===== config.mk =====
export PLATFORM = sky130hd
export DESIGN_NAME = ctlport_regfile
export DESIGN_NICKNAME = d
export VERILOG_FILES = /design/src/rtl/ctlp_pkg.sv /design/src/rtl/ctlp_sync.sv /design/src/rtl/ctlp_shifter.sv /design/src/rtl/ctlp_regs.sv /design/src/rtl/ctlport_regfile.sv
export SDC_FILE = /design/constraint.sdc
export NUM_CORES = 1
export LEC_CHECK = 0
export BUFFER_PORTS_ARGS = -buffer_cell sky130_fd_sc_hd__buf_2
export CAP_MARGIN = 10
export CORE_AREA = 2 2 89 91
export CTS_CLUSTER_DIAMETER = 120
export DETAILED_ROUTE_END_ITERATION = 8
export DIE_AREA = 0 0 91 93
export PLACE_DENSITY = 0.66
export SYNTH_ARGS = -nofsm -noshare
export SYNTH_HDL_FRONTEND = slang
export SYNTH_SLANG_ARGS = --single-unit

===== constraint.sdc =====
create_clock -name clk -period 3.1 [get_ports clk]
set_clock_uncertainty 0.1 [all_clocks]
set_input_delay 0.31 -clock clk [delete_from_list [all_inputs] [get_ports clk]]
set_output_delay 0.31 -clock clk [all_outputs]
set_load 0.005 [all_outputs]

===== src/rtl/ctlp_pkg.sv =====
package ctlp_pkg;

  localparam int unsigned WORD_BITS = 16;
  localparam int unsigned IDX_BITS  = 7;

  localparam logic [IDX_BITS-1:0] IDX_ATT_L  = 7'd16;
  localparam logic [IDX_BITS-1:0] IDX_ATT_R  = 7'd17;
  localparam logic [IDX_BITS-1:0] IDX_MUTE   = 7'd18;
  localparam logic [IDX_BITS-1:0] IDX_DAC    = 7'd19;
  localparam logic [IDX_BITS-1:0] IDX_FMT    = 7'd20;
  localparam logic [IDX_BITS-1:0] IDX_SPARE  = 7'd21;
  localparam logic [IDX_BITS-1:0] IDX_ZFLAG  = 7'd22;

  typedef struct packed {
    logic [7:0] att_l;
    logic [7:0] att_r;
    logic [1:0] mute;
    logic       os_hi;
    logic [1:0] dac_off;
    logic       deemph_en;
    logic [1:0] deemph_rate;
    logic [2:0] fmt;
    logic       slow_roll;
    logic       phase_inv;
    logic       zflag_pol;
    logic       zflag_comb;
  } ctl_fields_t;

  localparam ctl_fields_t FIELDS_DEFAULT = '{
    att_l:       8'hFF,
    att_r:       8'hFF,
    mute:        2'b00,
    os_hi:       1'b0,
    dac_off:     2'b00,
    deemph_en:   1'b0,
    deemph_rate: 2'b00,
    fmt:         3'b101,
    slow_roll:   1'b0,
    phase_inv:   1'b0,
    zflag_pol:   1'b0,
    zflag_comb:  1'b0
  };

endpackage


===== src/rtl/ctlp_sync.sv =====
// Multi-stage synchroniser for a small bundle of asynchronous wires.
module ctlp_sync #(
  parameter int unsigned STAGES = 2,
  parameter int unsigned WIDTH  = 3,
  parameter logic [WIDTH-1:0] RST_VAL = '0
) (
  input  logic             clk,
  input  logic             rst_n,
  input  logic [WIDTH-1:0] d_async,
  output logic [WIDTH-1:0] d_sync
);

  logic [WIDTH-1:0] chain [STAGES];

  always_ff @(posedge clk or negedge rst_n) begin
    if (!rst_n) begin
      for (int s = 0; s < int'(STAGES); s++) chain[s] <= RST_VAL;
    end else begin
      chain[0] <= d_async;
      for (int s = 1; s < int'(STAGES); s++) chain[s] <= chain[s-1];
    end
  end

  assign d_sync = chain[STAGES-1];

endmodule


===== src/rtl/ctlp_shifter.sv =====
// Edge detection, serial shift register, shift-clock count and commit pulse.
module ctlp_shifter
  import ctlp_pkg::*;
#(
  parameter int unsigned NBITS = WORD_BITS
) (
  input  logic             clk,
  input  logic             rst_n,
  input  logic             s_data,
  input  logic             s_sclk,
  input  logic             s_latch_n,
  output logic             cmt_vld,
  output logic [NBITS-1:0] cmt_word
);

  localparam int unsigned CNT_W = $clog2(NBITS + 2);
  localparam logic [CNT_W-1:0] CNT_FULL = CNT_W'(NBITS);
  localparam logic [CNT_W-1:0] CNT_SAT  = CNT_W'(NBITS + 1);

  logic             sclk_q;
  logic             latch_q;
  logic [NBITS-1:0] shreg;
  logic [CNT_W-1:0] cnt;

  logic sclk_rise, latch_fall, latch_rise;
  assign sclk_rise  = s_sclk & ~sclk_q;
  assign latch_fall = latch_q & ~s_latch_n;
  assign latch_rise = ~latch_q & s_latch_n;

  always_ff @(posedge clk or negedge rst_n) begin
    if (!rst_n) begin
      sclk_q   <= 1'b0;
      latch_q  <= 1'b1;
      shreg    <= '0;
      cnt      <= '0;
      cmt_vld  <= 1'b0;
      cmt_word <= '0;
    end else begin
      sclk_q  <= s_sclk;
      latch_q <= s_latch_n;
      cmt_vld <= 1'b0;
      if (latch_fall) begin
        cnt <= '0;
      end else if (!s_latch_n && sclk_rise) begin
        shreg <= {shreg[NBITS-2:0], s_data};
        if (cnt != CNT_SAT) cnt <= cnt + 1'b1;
      end
      if (latch_rise) begin
        cmt_vld  <= (cnt == CNT_FULL);
        cmt_word <= shreg;
      end
    end
  end

endmodule


===== src/rtl/ctlp_regs.sv =====
// Initialisation timer and mode field storage with index decode.
module ctlp_regs
  import ctlp_pkg::*;
#(
  parameter int unsigned INIT_CYCLES = 1024
) (
  input  logic                 clk,
  input  logic                 rst_n,
  input  logic                 cmt_vld,
  input  logic [WORD_BITS-1:0] cmt_word,
  output logic                 init_done,
  output ctl_fields_t          fields_q
);

  localparam int unsigned INIT_W = $clog2(INIT_CYCLES + 1);
  localparam logic [INIT_W-1:0] INIT_END = INIT_W'(INIT_CYCLES);

  logic [INIT_W-1:0] init_cnt;

  always_ff @(posedge clk or negedge rst_n) begin
    if (!rst_n)                  init_cnt <= '0;
    else if (init_cnt != INIT_END) init_cnt <= init_cnt + 1'b1;
  end

  assign init_done = (init_cnt == INIT_END);

  logic [IDX_BITS-1:0] idx;
  logic [7:0]          dat;
  logic                hit;

  assign idx = cmt_word[WORD_BITS-2 -: IDX_BITS];
  assign dat = cmt_word[7:0];
  assign hit = cmt_vld && !cmt_word[WORD_BITS-1] && init_done &&
               (idx >= IDX_ATT_L) && (idx <= IDX_ZFLAG);

  always_ff @(posedge clk or negedge rst_n) begin
    if (!rst_n) begin
      fields_q <= FIELDS_DEFAULT;
    end else if (hit) begin
      case (idx)
        IDX_ATT_L: fields_q.att_l <= dat;
        IDX_ATT_R: fields_q.att_r <= dat;
        IDX_MUTE: begin
          fields_q.mute  <= dat[1:0];
          fields_q.os_hi <= dat[6];
        end
        IDX_DAC: begin
          fields_q.dac_off     <= dat[1:0];
          fields_q.deemph_en   <= dat[4];
          fields_q.deemph_rate <= dat[6:5];
        end
        IDX_FMT: begin
          fields_q.fmt       <= dat[2:0];
          fields_q.slow_roll <= dat[5];
        end
        IDX_ZFLAG: begin
          fields_q.phase_inv  <= dat[0];
          fields_q.zflag_pol  <= dat[1];
          fields_q.zflag_comb <= dat[2];
        end
        default: ;
      endcase
    end
  end

endmodule


===== src/rtl/ctlport_regfile.sv =====
module ctlport_regfile
  import ctlp_pkg::*;
#(
  parameter int unsigned INIT_CYCLES = 1024,
  parameter int unsigned SYNC_STAGES = 2
) (
  input  logic       clk,
  input  logic       rst_n,
  input  logic       ctl_data,
  input  logic       ctl_sclk,
  input  logic       ctl_latch_n,
  output logic       init_done,
  output logic [7:0] att_left,
  output logic [7:0] att_right,
  output logic [1:0] mute,
  output logic       os_hi,
  output logic [1:0] dac_off,
  output logic       deemph_en,
  output logic [1:0] deemph_rate,
  output logic [2:0] fmt,
  output logic       slow_roll,
  output logic       phase_inv,
  output logic       zflag_pol,
  output logic       zflag_comb
);

  logic [2:0]           pins_sync;
  logic                 cmt_vld;
  logic [WORD_BITS-1:0] cmt_word;
  ctl_fields_t          fields_q;

  // Order {latch, sclk, data}; latch idles high.
  ctlp_sync #(
    .STAGES (SYNC_STAGES),
    .WIDTH  (3),
    .RST_VAL(3'b100)
  ) u_sync (
    .clk    (clk),
    .rst_n  (rst_n),
    .d_async({ctl_latch_n, ctl_sclk, ctl_data}),
    .d_sync (pins_sync)
  );

  ctlp_shifter #(.NBITS(WORD_BITS)) u_shift (
    .clk      (clk),
    .rst_n    (rst_n),
    .s_data   (pins_sync[0]),
    .s_sclk   (pins_sync[1]),
    .s_latch_n(pins_sync[2]),
    .cmt_vld  (cmt_vld),
    .cmt_word (cmt_word)
  );

  ctlp_regs #(.INIT_CYCLES(INIT_CYCLES)) u_regs (
    .clk      (clk),
    .rst_n    (rst_n),
    .cmt_vld  (cmt_vld),
    .cmt_word (cmt_word),
    .init_done(init_done),
    .fields_q (fields_q)
  );

  assign att_left    = fields_q.att_l;
  assign att_right   = fields_q.att_r;
  assign mute        = fields_q.mute;
  assign os_hi       = fields_q.os_hi;
  assign dac_off     = fields_q.dac_off;
  assign deemph_en   = fields_q.deemph_en;
  assign deemph_rate = fields_q.deemph_rate;
  assign fmt         = fields_q.fmt;
  assign slow_roll   = fields_q.slow_roll;
  assign phase_inv   = fields_q.phase_inv;
  assign zflag_pol   = fields_q.zflag_pol;
  assign zflag_comb  = fields_q.zflag_comb;

endmodule


==> results.json <==
{
  "status": "finished clean",
  "cp.required_ns": 2.69,
  "viasPerCell": 5.06,
  "startpoint_type": "flop",
  "synthTopCellsByArea": "dfrtp_1 (48%), mux2_2 (21%), dfstp_2 (16%), xnor2_1 (2.2%), ha_1 (1.8%)",
  "synth_flop_cell": "dfrtp_1",
  "clkTransAtPathRegs_ns": 0.08,
  "htree_num_levels": 3,
  "ant_nets": 0,
  "holdWs_ns": 0.0243,
  "finalMaxSlewViolations": 0,
  "drive_gt1_share_pct": 52.3,
  "num-nets-final": 288,
  "yosys_warnings": 0,
  "final.min_clock_period_ns": 2.56,
  "fin_tns_setup_ns": 0,
  "dr.first_iter.drc_count": 59,
  "core_sq_um": 7530,
  "rows": 32,
  "cap_violations": 0,
  "placed_area_sq_um": 3810,
  "power_density_nw_per_um2": 556,
  "final_common_cell": "dfrtp_1",
  "start_util_pct": 46.6,
  "syn_avg_cell_area_sq_um": 15.2,
  "place_ws_ns": 0.644,
  "grt_max_degree": 86,
  "die_h_um": 93,
  "fin_crit_sh_pct": 82.7,
  "hold_path.class": "in -> async",
  "die_area_sq_um": 8460,
  "insertedDiodeCount": 0,
  "route.detailed.drc": 0,
  "tightest_slew_ns": 1.02,
  "wl_per_cell_um": 15.1,
  "cts-root-buf": "clkbuf_8",
  "place_hpwl_um": 3950,
  "final_cell_mix": "dfrtp_1 (67), mux2_2 (65), buf_2 (35)",
  "grt.total_usage_pct": 15.4,
  "dp.cells": 366,
  "netlist.area_leader.share_pct": 47.8,
  "firstDrtPassIters": 4,
  "synth-seq-area-share_pct": 63.5,
  "ios": 37,
  "clockBufferDepth": 2,
  "crit_type": "reg -> out",
  "end_kind": "output port",
  "synth_seq_cells": 88,
  "synth_edf_count": 0,
  "cts_tree": "built",
  "slew_headroom_pct": 32.1,
  "async_reset_ff_share_pct": 100,
  "syn_inst": 231,
  "dr_total_vias": 1948,
  "setup_viol": 0,
  "cts_buffers": 9,
  "rr_worst_depth": 4,
  "yosysUniqueCellTypes": 35,
  "rsz0062_at_grt": "no",
  "drt_wl_total_um": 5810,
  "fin_total_pwr_mw": 2.26,
  "utilization_pct": 54.1,
  "critPathMaxFanout": 5,
  "syn_to_final_growth_pct": 15.9,
  "syn_nets": 241,
  "post_cts_buffers": 0,
  "antenna_found_initial": 0,
  "final_cells": 385,
  "die_w_um": 91,
  "clk_latency_ns": 0.34,
  "final_area_sq_um": 4070,
  "synth_area_leader_cell": "dfrtp_1",
  "max_clock_freq_mhz": 390,
  "crit_arrival_ns": 2.15,
  "grt_pass1_vias": 2034,
  "hold_viol": 0,
  "place_congestion": 0.772,
  "fillers": 661,
  "setup_ws_ns": 0.537,
  "cts.sinks": 88,
  "overflow": 0,
  "peakVddDrop_v": 0.000393,
  "grt_pass1_wl_um": 10100,
  "power_leakage_nw": 1.99,
  "syn_area_sq_um": 3510,
  "port_buffers": 36
}
==> layout make-up <==
class / count / area (sq um) / area share [%]
Multi-Input combinational cell: 132 / 1230 / 30.2
Timing Repair Buffer: 42 / 235 / 5.78
Clock buffer: 12 / 155 / 3.81
Tap cell: 102 / 128 / 3.14
Sequential cell: 88 / 2230 / 54.7
Clock inverter: 4 / 76.3 / 1.88
Inverter: 5 / 18.8 / 0.461
==> power breakdown <==
group	internal [mW]	switching, mW
Clock	0.500	0.376
Combinational	0.0585	0.0480
Sequential	1.21	0.0692
Total	1.77	0.493
==> repair_timing <==
action	CTS	global route
resized for setup	0	0
hold buffers	3	0
endpoints found under the hold margin	3	0
==> sequential cells by signal, indices dropped and copies added, names as in the netlist <==
register	flops
u_regs.fields_q	31
u_shift.cmt_word	16
u_shift.shreg	16
u_regs.init_cnt	11
u_shift.cnt	5
u_sync.chain	3
u_sync.d_sync	3
u_shift.cmt_vld	1
u_shift.latch_q	1
u_shift.sclk_q	1
==> cell usage after synthesis, types with 2 or more instances <==
master     n
inv_1      5
nor3b_1    2
buf_4      2
nand2_1    2
ha_1       5
nand4_1    4
and3_2     2
dfstp_2   21
nand3_1    5
and3_1     5
nor2b_1    2
xor2_1     3
mux2_2    65
nor3_1     2
dfrtp_1   67
nand2b_1   2
nor2_1    10
xnor2_1    9
clkbuf_1   2
==> worst max-delay path, stage by stage, from the launching register on <==
cell,delay (ns)
dfrtp_1,0.42
or4b_1,0.65
nor3_1,0.52
buf_2,0.22
==> kinds of logic after synthesis <==
group | share of synthesized area (%)
fa+ha+maj | 1.78
simple gates | 8.48
compound gates | 0.606
xor+xnor | 2.99
mux | 21.1
flops | 63.5
buf+inv | 1.53
==> final timing paths <==
check / start / endpoint / slack (ns)
worst max-delay path: u_regs.init_cnt[7] / init_done / 0.54
worst min-delay path: rst_n / u_regs.init_cnt[0] / 0.02
worst max register to register: u_regs.init_cnt[7] / u_regs.fields_q[28] / 0.63
worst min register to register: u_sync.chain[5] / u_sync.d_sync[2] / 0.26
max in group asynchronous: rst_n / u_regs.fields_q[28] / 2.11
min in group clk: u_sync.chain[5] / u_sync.d_sync[2] / 0.26
==> routing by layer <==
layer / vias up / GRT usage [%] / wire, um
met5: - / 0 / 0
met4: 0 / 5.68 / 61
met3: 4 / 4.27 / 227
met2: 32 / 22.8 / 2660
met1: 997 / 21.7 / 2870
li1: 915 / - / -
Power figures use the tool's default switching activity.
